### src/rtl/stpclk_pkg.sv
// Package: shared state type for the stop-clock throttling modulator.
// Assumes a single clock domain; states are encoded in two bits.
package stpclk_pkg;
    typedef enum logic [1:0] {
        PS_RUN  = 2'd0,
        PS_STOP = 2'd1,
        PS_THR  = 2'd2,
        PS_DEEP = 2'd3
    } pm_state_e;
endpackage

### src/rtl/stpclk_slot_timer.sv
// Slot timer: divides the clock into slots of SLOT_CYCLES cycles and counts
// slots modulo 2**SLOT_BITS. Counts only while run is high; restart zeroes
// both counters. Assumes SLOT_CYCLES >= 1.
module stpclk_slot_timer #(
    parameter int SLOT_CYCLES = 4,
    parameter int SLOT_BITS   = 3
) (
    input  logic                 clk,
    input  logic                 rst_n,
    input  logic                 restart,
    input  logic                 run,
    output logic [SLOT_BITS-1:0] slot_o,
    output logic                 slot_end_o,
    output logic                 period_end_o
);
    localparam int PRE_W = (SLOT_CYCLES > 1) ? $clog2(SLOT_CYCLES) : 1;
    localparam logic [PRE_W-1:0] PRE_LAST = PRE_W'(SLOT_CYCLES - 1);

    logic [PRE_W-1:0]     pre_q;
    logic [SLOT_BITS-1:0] slot_q;

    // Flag the last cycle of a slot and of a whole period.
    always_comb begin
        slot_end_o   = run && (pre_q == PRE_LAST);
        period_end_o = slot_end_o && (&slot_q);
    end

    // Advance the prescaler, and the slot index when a slot completes.
    always_ff @(posedge clk) begin
        if (!rst_n || restart) begin
            pre_q  <= '0;
            slot_q <= '0;
        end else if (run) begin
            if (slot_end_o) begin
                pre_q  <= '0;
                slot_q <= slot_q + 1'b1;
            end else begin
                pre_q  <= pre_q + 1'b1;
            end
        end
    end

    assign slot_o = slot_q;
endmodule

### src/rtl/stpclk_duty_cmp.sv
// Duty comparator: requests stop for slot indices below (code - 1).
// Codes 0 and 1 never request stop; purely combinational.
module stpclk_duty_cmp #(
    parameter int SLOT_BITS = 3
) (
    input  logic [SLOT_BITS-1:0] slot_i,
    input  logic [SLOT_BITS-1:0] code_i,
    output logic                 stop_o
);
    // Compare slot+1 against the code in one extra bit to avoid wrap.
    always_comb begin
        stop_o = ({1'b0, slot_i} + 1'b1) < {1'b0, code_i};
    end
endmodule

### src/rtl/stpclk_throttle.sv
// Top: stop-clock throttling modulator. Read strobes on the level-2/level-3
// idle ports move the block out of the running state; a break returns it.
// Assumes all inputs are synchronous to clk and strobes are one cycle wide.
module stpclk_throttle #(
    parameter int SLOT_CYCLES = 4,
    parameter int DUTY_W      = 3
) (
    input  logic              clk,
    input  logic              rst_n,
    input  logic              lvl2_rd_i,
    input  logic              lvl3_rd_i,
    input  logic              thr_en_i,
    input  logic [DUTY_W-1:0] duty_code_i,
    input  logic              brk_i,
    output logic              stpclk_n_o,
    output logic              deep_o
);
    import stpclk_pkg::*;

    pm_state_e         state_q, state_d;
    logic [DUTY_W-1:0] code_q;
    logic [DUTY_W-1:0] slot;
    logic              slot_end, period_end;
    logic              restart, load_code, cmp_stop, thr_run;

    // Next-state decision; break has priority over every read strobe.
    always_comb begin
        state_d   = state_q;
        restart   = 1'b0;
        load_code = 1'b0;
        if (brk_i) begin
            state_d = PS_RUN;
        end else if (state_q == PS_RUN) begin
            if (lvl3_rd_i) begin
                state_d = PS_DEEP;
            end else if (lvl2_rd_i) begin
                if (thr_en_i) begin
                    state_d   = PS_THR;
                    restart   = 1'b1;
                    load_code = 1'b1;
                end else begin
                    state_d = PS_STOP;
                end
            end
        end
    end

    assign thr_run = (state_q == PS_THR);

    // Hold the power state.
    always_ff @(posedge clk) begin
        if (!rst_n) state_q <= PS_RUN;
        else        state_q <= state_d;
    end

    // Capture the duty code on entry and at each period boundary only.
    always_ff @(posedge clk) begin
        if (!rst_n)                                code_q <= '0;
        else if (load_code || (thr_run && period_end)) code_q <= duty_code_i;
    end

    stpclk_slot_timer #(
        .SLOT_CYCLES (SLOT_CYCLES),
        .SLOT_BITS   (DUTY_W)
    ) timer_i (
        .clk          (clk),
        .rst_n        (rst_n),
        .restart      (restart),
        .run          (thr_run),
        .slot_o       (slot),
        .slot_end_o   (slot_end),
        .period_end_o (period_end)
    );

    stpclk_duty_cmp #(
        .SLOT_BITS (DUTY_W)
    ) cmp_i (
        .slot_i (slot),
        .code_i (code_q),
        .stop_o (cmp_stop)
    );

    // Drive the outputs from registered state only.
    always_comb begin
        stpclk_n_o = !((state_q == PS_STOP) || (state_q == PS_DEEP) ||
                       (thr_run && cmp_stop));
        deep_o     = (state_q == PS_DEEP);
    end
endmodule

### config.mk
export PLATFORM = sky130hd
export DESIGN_NAME = stpclk_throttle
export DESIGN_NICKNAME = d
export VERILOG_FILES = /design/src/rtl/stpclk_pkg.sv /design/src/rtl/stpclk_slot_timer.sv /design/src/rtl/stpclk_duty_cmp.sv /design/src/rtl/stpclk_throttle.sv
export SDC_FILE = /design/constraint.sdc
export NUM_CORES = 1
export LEC_CHECK = 0
export BUFFER_PORTS_ARGS = -buffer_cell sky130_fd_sc_hd__buf_2
export CAP_MARGIN = 20
export CELL_PAD_IN_SITES_DETAIL_PLACEMENT = 1
export CELL_PAD_IN_SITES_GLOBAL_PLACEMENT = 1
export CORE_MARGIN = 5
export CORE_UTILIZATION = 30
export CTS_CLUSTER_DIAMETER = 120
export CTS_CLUSTER_SIZE = 14
export DETAILED_ROUTE_END_ITERATION = 8
export PLACE_DENSITY = 0.66
export SETUP_SLACK_MARGIN = 0.05
export SLEW_MARGIN = 20
export SYNTH_ARGS = -nofsm -noshare
export SYNTH_HDL_FRONTEND = slang
export SYNTH_HIERARCHICAL = 1
export SYNTH_SLANG_ARGS = --single-unit
### constraint.sdc
create_clock -name clk -period 1.6 [get_ports clk]
set_input_delay 0.16 -clock clk [delete_from_list [all_inputs] [get_ports clk]]
set_output_delay 0.16 -clock clk [all_outputs]
set_load 0.05 [all_outputs]
==> flow_summary.json, run 1 <==
{
  "layout_commonest_cell": "buf_2",
  "antenna_found_initial": 0,
  "finalPower_mw": 0.4999,
  "pin_count": 11,
  "outcome": "finished, violations left",
  "drc_errors": 0,
  "drt-vias-per-instance": 4.748,
  "violations": "negative setup slack",
  "maxCapViolCount": 0,
  "pin_count_of_the_biggest_net_entering_global_routing": 10,
  "worst_hold_margin_ps": 144.0,
  "critPathKind": "register to primary output",
  "final_layout_size_suffix_gt1_share_pct": 41.25,
  "hold_path.class": "input port to register",
  "route.vias.total": 508,
  "final-max-slew-violation-count": 0,
  "worst_setup_path_end_kind": "primary output",
  "setup_violations": 1,
  "cp.required_ps": 1440,
  "final_critical_path_setup_slack_ps": -280.7,
  "antenna_cells_inserted": 0,
  "antenna_violating_nets_post_route": 0,
  "post-route-period-util_pct": 117.5,
  "gpl.final_weighted_congestion": 0.7189,
  "synthesis.instances": 65,
  "setup_repair_after_global_routing_missed_its_margin": "yes",
  "grt_pass1_wl_um": 2346,
  "std_cell_rows": 16,
  "p_leak_nw": 0.3678,
  "hold_violations": 0,
  "fin_skew_ps": 3.095,
  "finish.net_count": 97,
  "grt.met2_usage_pct": 18.70,
  "power.combinational.fraction_pct": 13.8,
  "die_area_mm2": 0.003027,
  "p_int_mw": 0.3721,
  "grt_busiest_layer": "met2",
  "period_needed_ps": 1881,
  "clock_power_share_pct": 33.5,
  "max_stage_delay_ps": 340,
  "path_clk_slew_ps": 60,
  "syn-cell-area_um2": 608.1,
  "tritoncts_clock_tree": "yes",
  "routed_wl_um": 1356,
  "tritoncts_num_sinks": 10,
  "detailed_place_hpwl_um": 1056,
  "synthesis.yosys.warnings": 6,
  "path_buf_inv": 1,
  "clock_latency_on_the_worst_skew_pair_ps": 260,
  "crit_path_top_delay_cell": "dfxtp_2",
  "tightestPinTransition_ps": 370.1,
  "power_density_mw_per_mm2": 637.2,
  "drt_pass1_iterations": 4,
  "grt.met1_usage_pct": 12.84,
  "achievable_clock_frequency_mhz": 531.7,
  "swShare_pct": 25.57,
  "cts_made_buffers": 3,
  "die_w_um": 55.02,
  "grt_pass1_vias": 547,
  "cts_htree_levels": 1,
  "worst_ir_drop_vdd_uv": 432.3,
  "cp_max_fo": 2,
  "power.net_switching_mw": 0.1278,
  "max-clock-path-buffers": 2,
  "max_slew_margin_pct": 75.12,
  "wire_per_inst_um": 12.67,
  "starting_utilization_of_the_core_area_pct": 31.31,
  "global_route.overflow_total": 0,
  "cts_root_buf": "clkbuf_4",
  "track_usage_pct": 11.23,
  "synthesized_nets": 80,
  "worstPathCellList": "ha_4 > xor2_1 > ha_1 > o21ai_1 > o21a_1 > a21oi_4 > buf_6",
  "timing.critical_path.arrival_ps": 1720,
  "layout_common_cells": "buf_2 (9), dfxtp_1 (8), nand2_1 (6), a21oi_1 (5), buf_4 (5)",
  "io_buffer_count": 10,
  "critical_path.startpoint_type": "register",
  "postSynthAreaPerCell_um2": 9.355,
  "syn_to_final_growth_pct": 29.01,
  "p_seq_share_pct": 52.7,
  "drtIter0Drc": 5,
  "grtUsageMet3_pct": 3.217,
  "cp_top_family": "adder cells",
  "dieHeight_um": 55.02,
  "core-area_mm2": 0.001942
}
[cell type report]
class | count | area [um^2]
Fill cell | 245 | 1157
Multi-Input combinational cell | 48 | 416.7
Sequential cell | 10 | 202.7
Timing Repair Buffer | 15 | 93.84
Tap cell | 27 | 33.78
Clock buffer | 3 | 22.52
Inverter | 4 | 15.01
[worst min-delay path: cells and delay by family]
kind | cells | cell delay [ps]
and+or+nand+nor | 1 | 40
muxes | 1 | 50
buffers and inverters | 1 | 90
[per-stage QoR]
step / TNS [ps] / utilization, % / instance area [um^2] / worst slack (ps) / std cells
after floorplan: -36.03 / - / 623.1 / -36.03 / 65
after global placement: -97.65 / 37.31 / 724.4 / -76.24 / 104
after detailed placement: -165.3 / 37.31 / 724.4 / -117.0 / 104
after CTS: -291.9 / 40.40 / 784.5 / -291.9 / 107
after global routing: -366.7 / 40.40 / 784.5 / -366.7 / 107
final: -280.7 / 40.40 / 784.5 / -280.7 / 107
[repair_timing]
action | in CTS | in global routing
pin swaps | 3 | 0
gates cloned | 0 | 0
hold buffers | 0 | 0
endpoints found under the hold margin | 0 | 0
endpoints found under the setup margin | 4 | 6
gates resized for setup | 8 | 0
setup buffers | 0 | 0
[power groups by stage]
stage / logic [mW] / clock network (mW) / registers, mW
3_5_place_dp: 0.0642 / 0 / 0.270
5_1_grt: 0.0759 / 0.194 / 0.264
6_report: 0.0688 / 0.168 / 0.264
3_3_place_gp: 0.0622 / 0 / 0.269
4_1_cts: 0.0698 / 0.178 / 0.264
2_1_floorplan: 0.0423 / 0 / 0.268
[registers in the layout, indices dropped and copies added, names as in the netlist]
signal          count
state_q             2
timer_i/pre_q       2
code_q              3
timer_i/slot_o      3
[worst paths after layout]
kind                                         from    endpoint  depth (start not counted)  slack, ps
worst min-delay path               duty_code_i[1]   code_q[1]                          3        140
worst max-delay path            timer_i/slot_o[1]  stpclk_n_o                          7       -280
worst min register to register          code_q[0]   code_q[0]                          2        470
worst max register to register  timer_i/slot_o[0]   code_q[2]                          6         50
[routing by layer]
| layer | wire [um] | part of all wire, % | vias to the layer above |
|---|---|---|---|
| met2 | 703 | 52 | 8 |
| li1 | - | - | 261 |
| met4 | 12 | 0.88 | 0 |
| met3 | 50 | 3.7 | 2 |
| met1 | 590 | 44 | 237 |
| met5 | 0 | 0 | - |
Power figures use the tool's default switching activity.
==> inputs of run 2 (changes only) <==
BUFFER_PORTS_ARGS = default   (was -buffer_cell sky130_fd_sc_hd__buf_2)
DONT_BUFFER_PORTS = 1   (was default)
PLACE_DENSITY = 0.6   (was 0.66)
==> run 2 against run 1 <==
The run still ends with negative setup slack left. Non-clock buffer count decreased by 10. Clock power about the same. First-iteration DRC count decreased by 100%. Routed wire length decreased by 9.7%. Register-to-register slack about the same. Combinational power decreased by 20%. Utilization decreased by 2.5 points. Via count decreased by 8.1%. Die area unchanged. Largest power group unchanged.
==> flow_summary.json, run 2 (same netlist as run 1, synthesis figures left out) <==
{
  "outcome": "finished, violations left",
  "violations": "negative setup slack",
  "worst_setup_path_end_kind": "primary output",
  "global_route.overflow_total": 0,
  "fin_skew_ps": 1.680,
  "antenna_cells_inserted": 0,
  "layout_commonest_cell": "dfxtp_1",
  "die_w_um": 55.02,
  "drt_pass1_iterations": 1,
  "path_clk_slew_ps": 60,
  "cp_max_fo": 2,
  "gpl.final_weighted_congestion": 0.6609,
  "critPathKind": "register to primary output",
  "timing.critical_path.arrival_ps": 1730,
  "worst_ir_drop_vdd_uv": 340.2,
  "post-route-period-util_pct": 118.4,
  "std_cell_rows": 16,
  "hold_violations": 0,
  "pin_count": 11,
  "tritoncts_clock_tree": "yes",
  "io_buffer_count": 0,
  "layout_common_cells": "dfxtp_1 (8), nand2_1 (6), a21oi_1 (5), ha_1 (5)",
  "tightestPinTransition_ps": 384.2,
  "core-area_mm2": 0.001942,
  "setup_violations": 1,
  "ff_latch_area_um2": 202.7,
  "rrSetupSlack_ps": 50,
  "cp.required_ps": 1440,
  "setup_repair_after_global_routing_missed_its_margin": "yes",
  "hold_path.class": "input port to register",
  "num-fill-cells": 237,
  "max-clock-path-buffers": 2,
  "cts_root_buf": "clkbuf_4",
  "layout.cell_area.non_filler_um2": 735.7,
  "wire_per_inst_um": 12.62,
  "timing.hold.worst_endpoint": "code_q[2]",
  "crit-reg2reg-capture": "code_q[1]",
  "place_worst_setup_slack_ps": -19.16,
  "final_cells": 97,
  "power_density_mw_per_mm2": 659.8,
  "placed_cells": 94,
  "track_usage_pct": 9.505,
  "detailed_place_hpwl_um": 955.6,
  "maxCapViolCount": 0,
  "critical_path.startpoint_type": "register",
  "reg2reg_depth": 6,
  "placed_cell_area_um2": 686.9,
  "dieHeight_um": 55.02,
  "routed_wl_um": 1224,
  "tritoncts_num_sinks": 10,
  "achievable_clock_frequency_mhz": 527.8,
  "pin_count_of_the_biggest_net_entering_global_routing": 10,
  "final_layout_size_suffix_gt1_share_pct": 30.00,
  "finish.net_count": 87,
  "cts_made_buffers": 3,
  "multi_input_comb_area_um2": 411.6,
  "starting_utilization_of_the_core_area_pct": 31.31,
  "timing.rr.start": "timer_i/slot_o[0]",
  "antenna_found_initial": 0,
  "cts.hold.buffers_added": 0,
  "drt-vias-per-instance": 4.814,
  "max_slew_margin_pct": 74.18,
  "cts_htree_levels": 1,
  "drc_errors": 0,
  "grt_pass1_vias": 489,
  "clock_latency_on_the_worst_skew_pair_ps": 260,
  "die_area_mm2": 0.003027,
  "final_critical_path_setup_slack_ps": -294.7,
  "syn_to_final_growth_pct": 20.99,
  "drtIter0Drc": 0,
  "antenna_violating_nets_post_route": 0,
  "worstHoldStart": "duty_code_i[2]",
  "route.vias.total": 467,
  "worstHoldPathCells": 2,
  "period_needed_ps": 1895,
  "grt_pass1_wl_um": 2063,
  "p_leak_nw": 0.3358,
  "final-max-slew-violation-count": 0
}
-- run 2: worst max-delay path: stages (launching register included) --
cell	delay, ps
dfxtp_2	330
ha_4	150
xor2_1	140
ha_1	280
o21ai_1	70
o21a_1	200
a21oi_4	170
buf_12	150
-- run 2: layout make-up --
cell class              instances  share of cell area (%)
well taps                      27                   4.592
clock buffers                   3                   3.061
repair buffers                  5                   6.803
inverters                       4                   2.041
multi-input cells              48                   55.95
flip-flops and latches         10                   27.55
-- run 2: timing repair --
item,in CTS,in global routing
buffers inserted,0,0
hold endpoints to repair,0,0
pin swaps,1,3
endpoints found under the setup margin,4,9
resized for setup,3,1
-- run 2: per-stage QoR --
stage / TNS (ps) / utilization, % / total power [mW] / hold slack (ps)
after floorplan: -36.03 / - / 0.3099 / 298.8
after global placement: 0 / 35.37 / 0.3222 / 300.3
after detailed placement: -38.33 / 35.37 / 0.3231 / 311.1
after CTS: -316.2 / 37.37 / 0.4940 / 32.42
after global routing: -431.1 / 37.89 / 0.5124 / 34.66
final: -294.7 / 37.89 / 0.4854 / 39.23
-- run 2: worst max-delay path by stage --
stage                                 start          to  slack (ps)  cells past startpoint
after floorplan           timer_i/slot_o[0]  stpclk_n_o         -40                      6
after global placement    timer_i/slot_o[0]   code_q[1]           3                      6
after detailed placement  timer_i/slot_o[0]   code_q[1]         -20                      6
after CTS                 timer_i/slot_o[0]  stpclk_n_o        -320                      7
after global routing      timer_i/slot_o[0]  stpclk_n_o        -360                      7
final                     timer_i/slot_o[0]  stpclk_n_o        -290                      7
-- run 2: layer usage --
metal	vias to the layer above	share of wire (%)	track usage, %
met5	-	0	0
met4	0	0.49	4.858
met3	2	4.8	3.485
met2	9	47	13.98
met1	216	47	12.04
li1	240	-	-
-- run 2: where the power goes --
| part | internal [mW] | total, mW | switching (mW) |
|---|---|---|---|
| logic | 0.0263 | 0.0550 | 0.0287 |
| clock network | 0.0866 | 0.167 | 0.0804 |
| registers | 0.255 | 0.263 | 0.00813 |
| total | 0.368 | 0.485 | 0.117 |
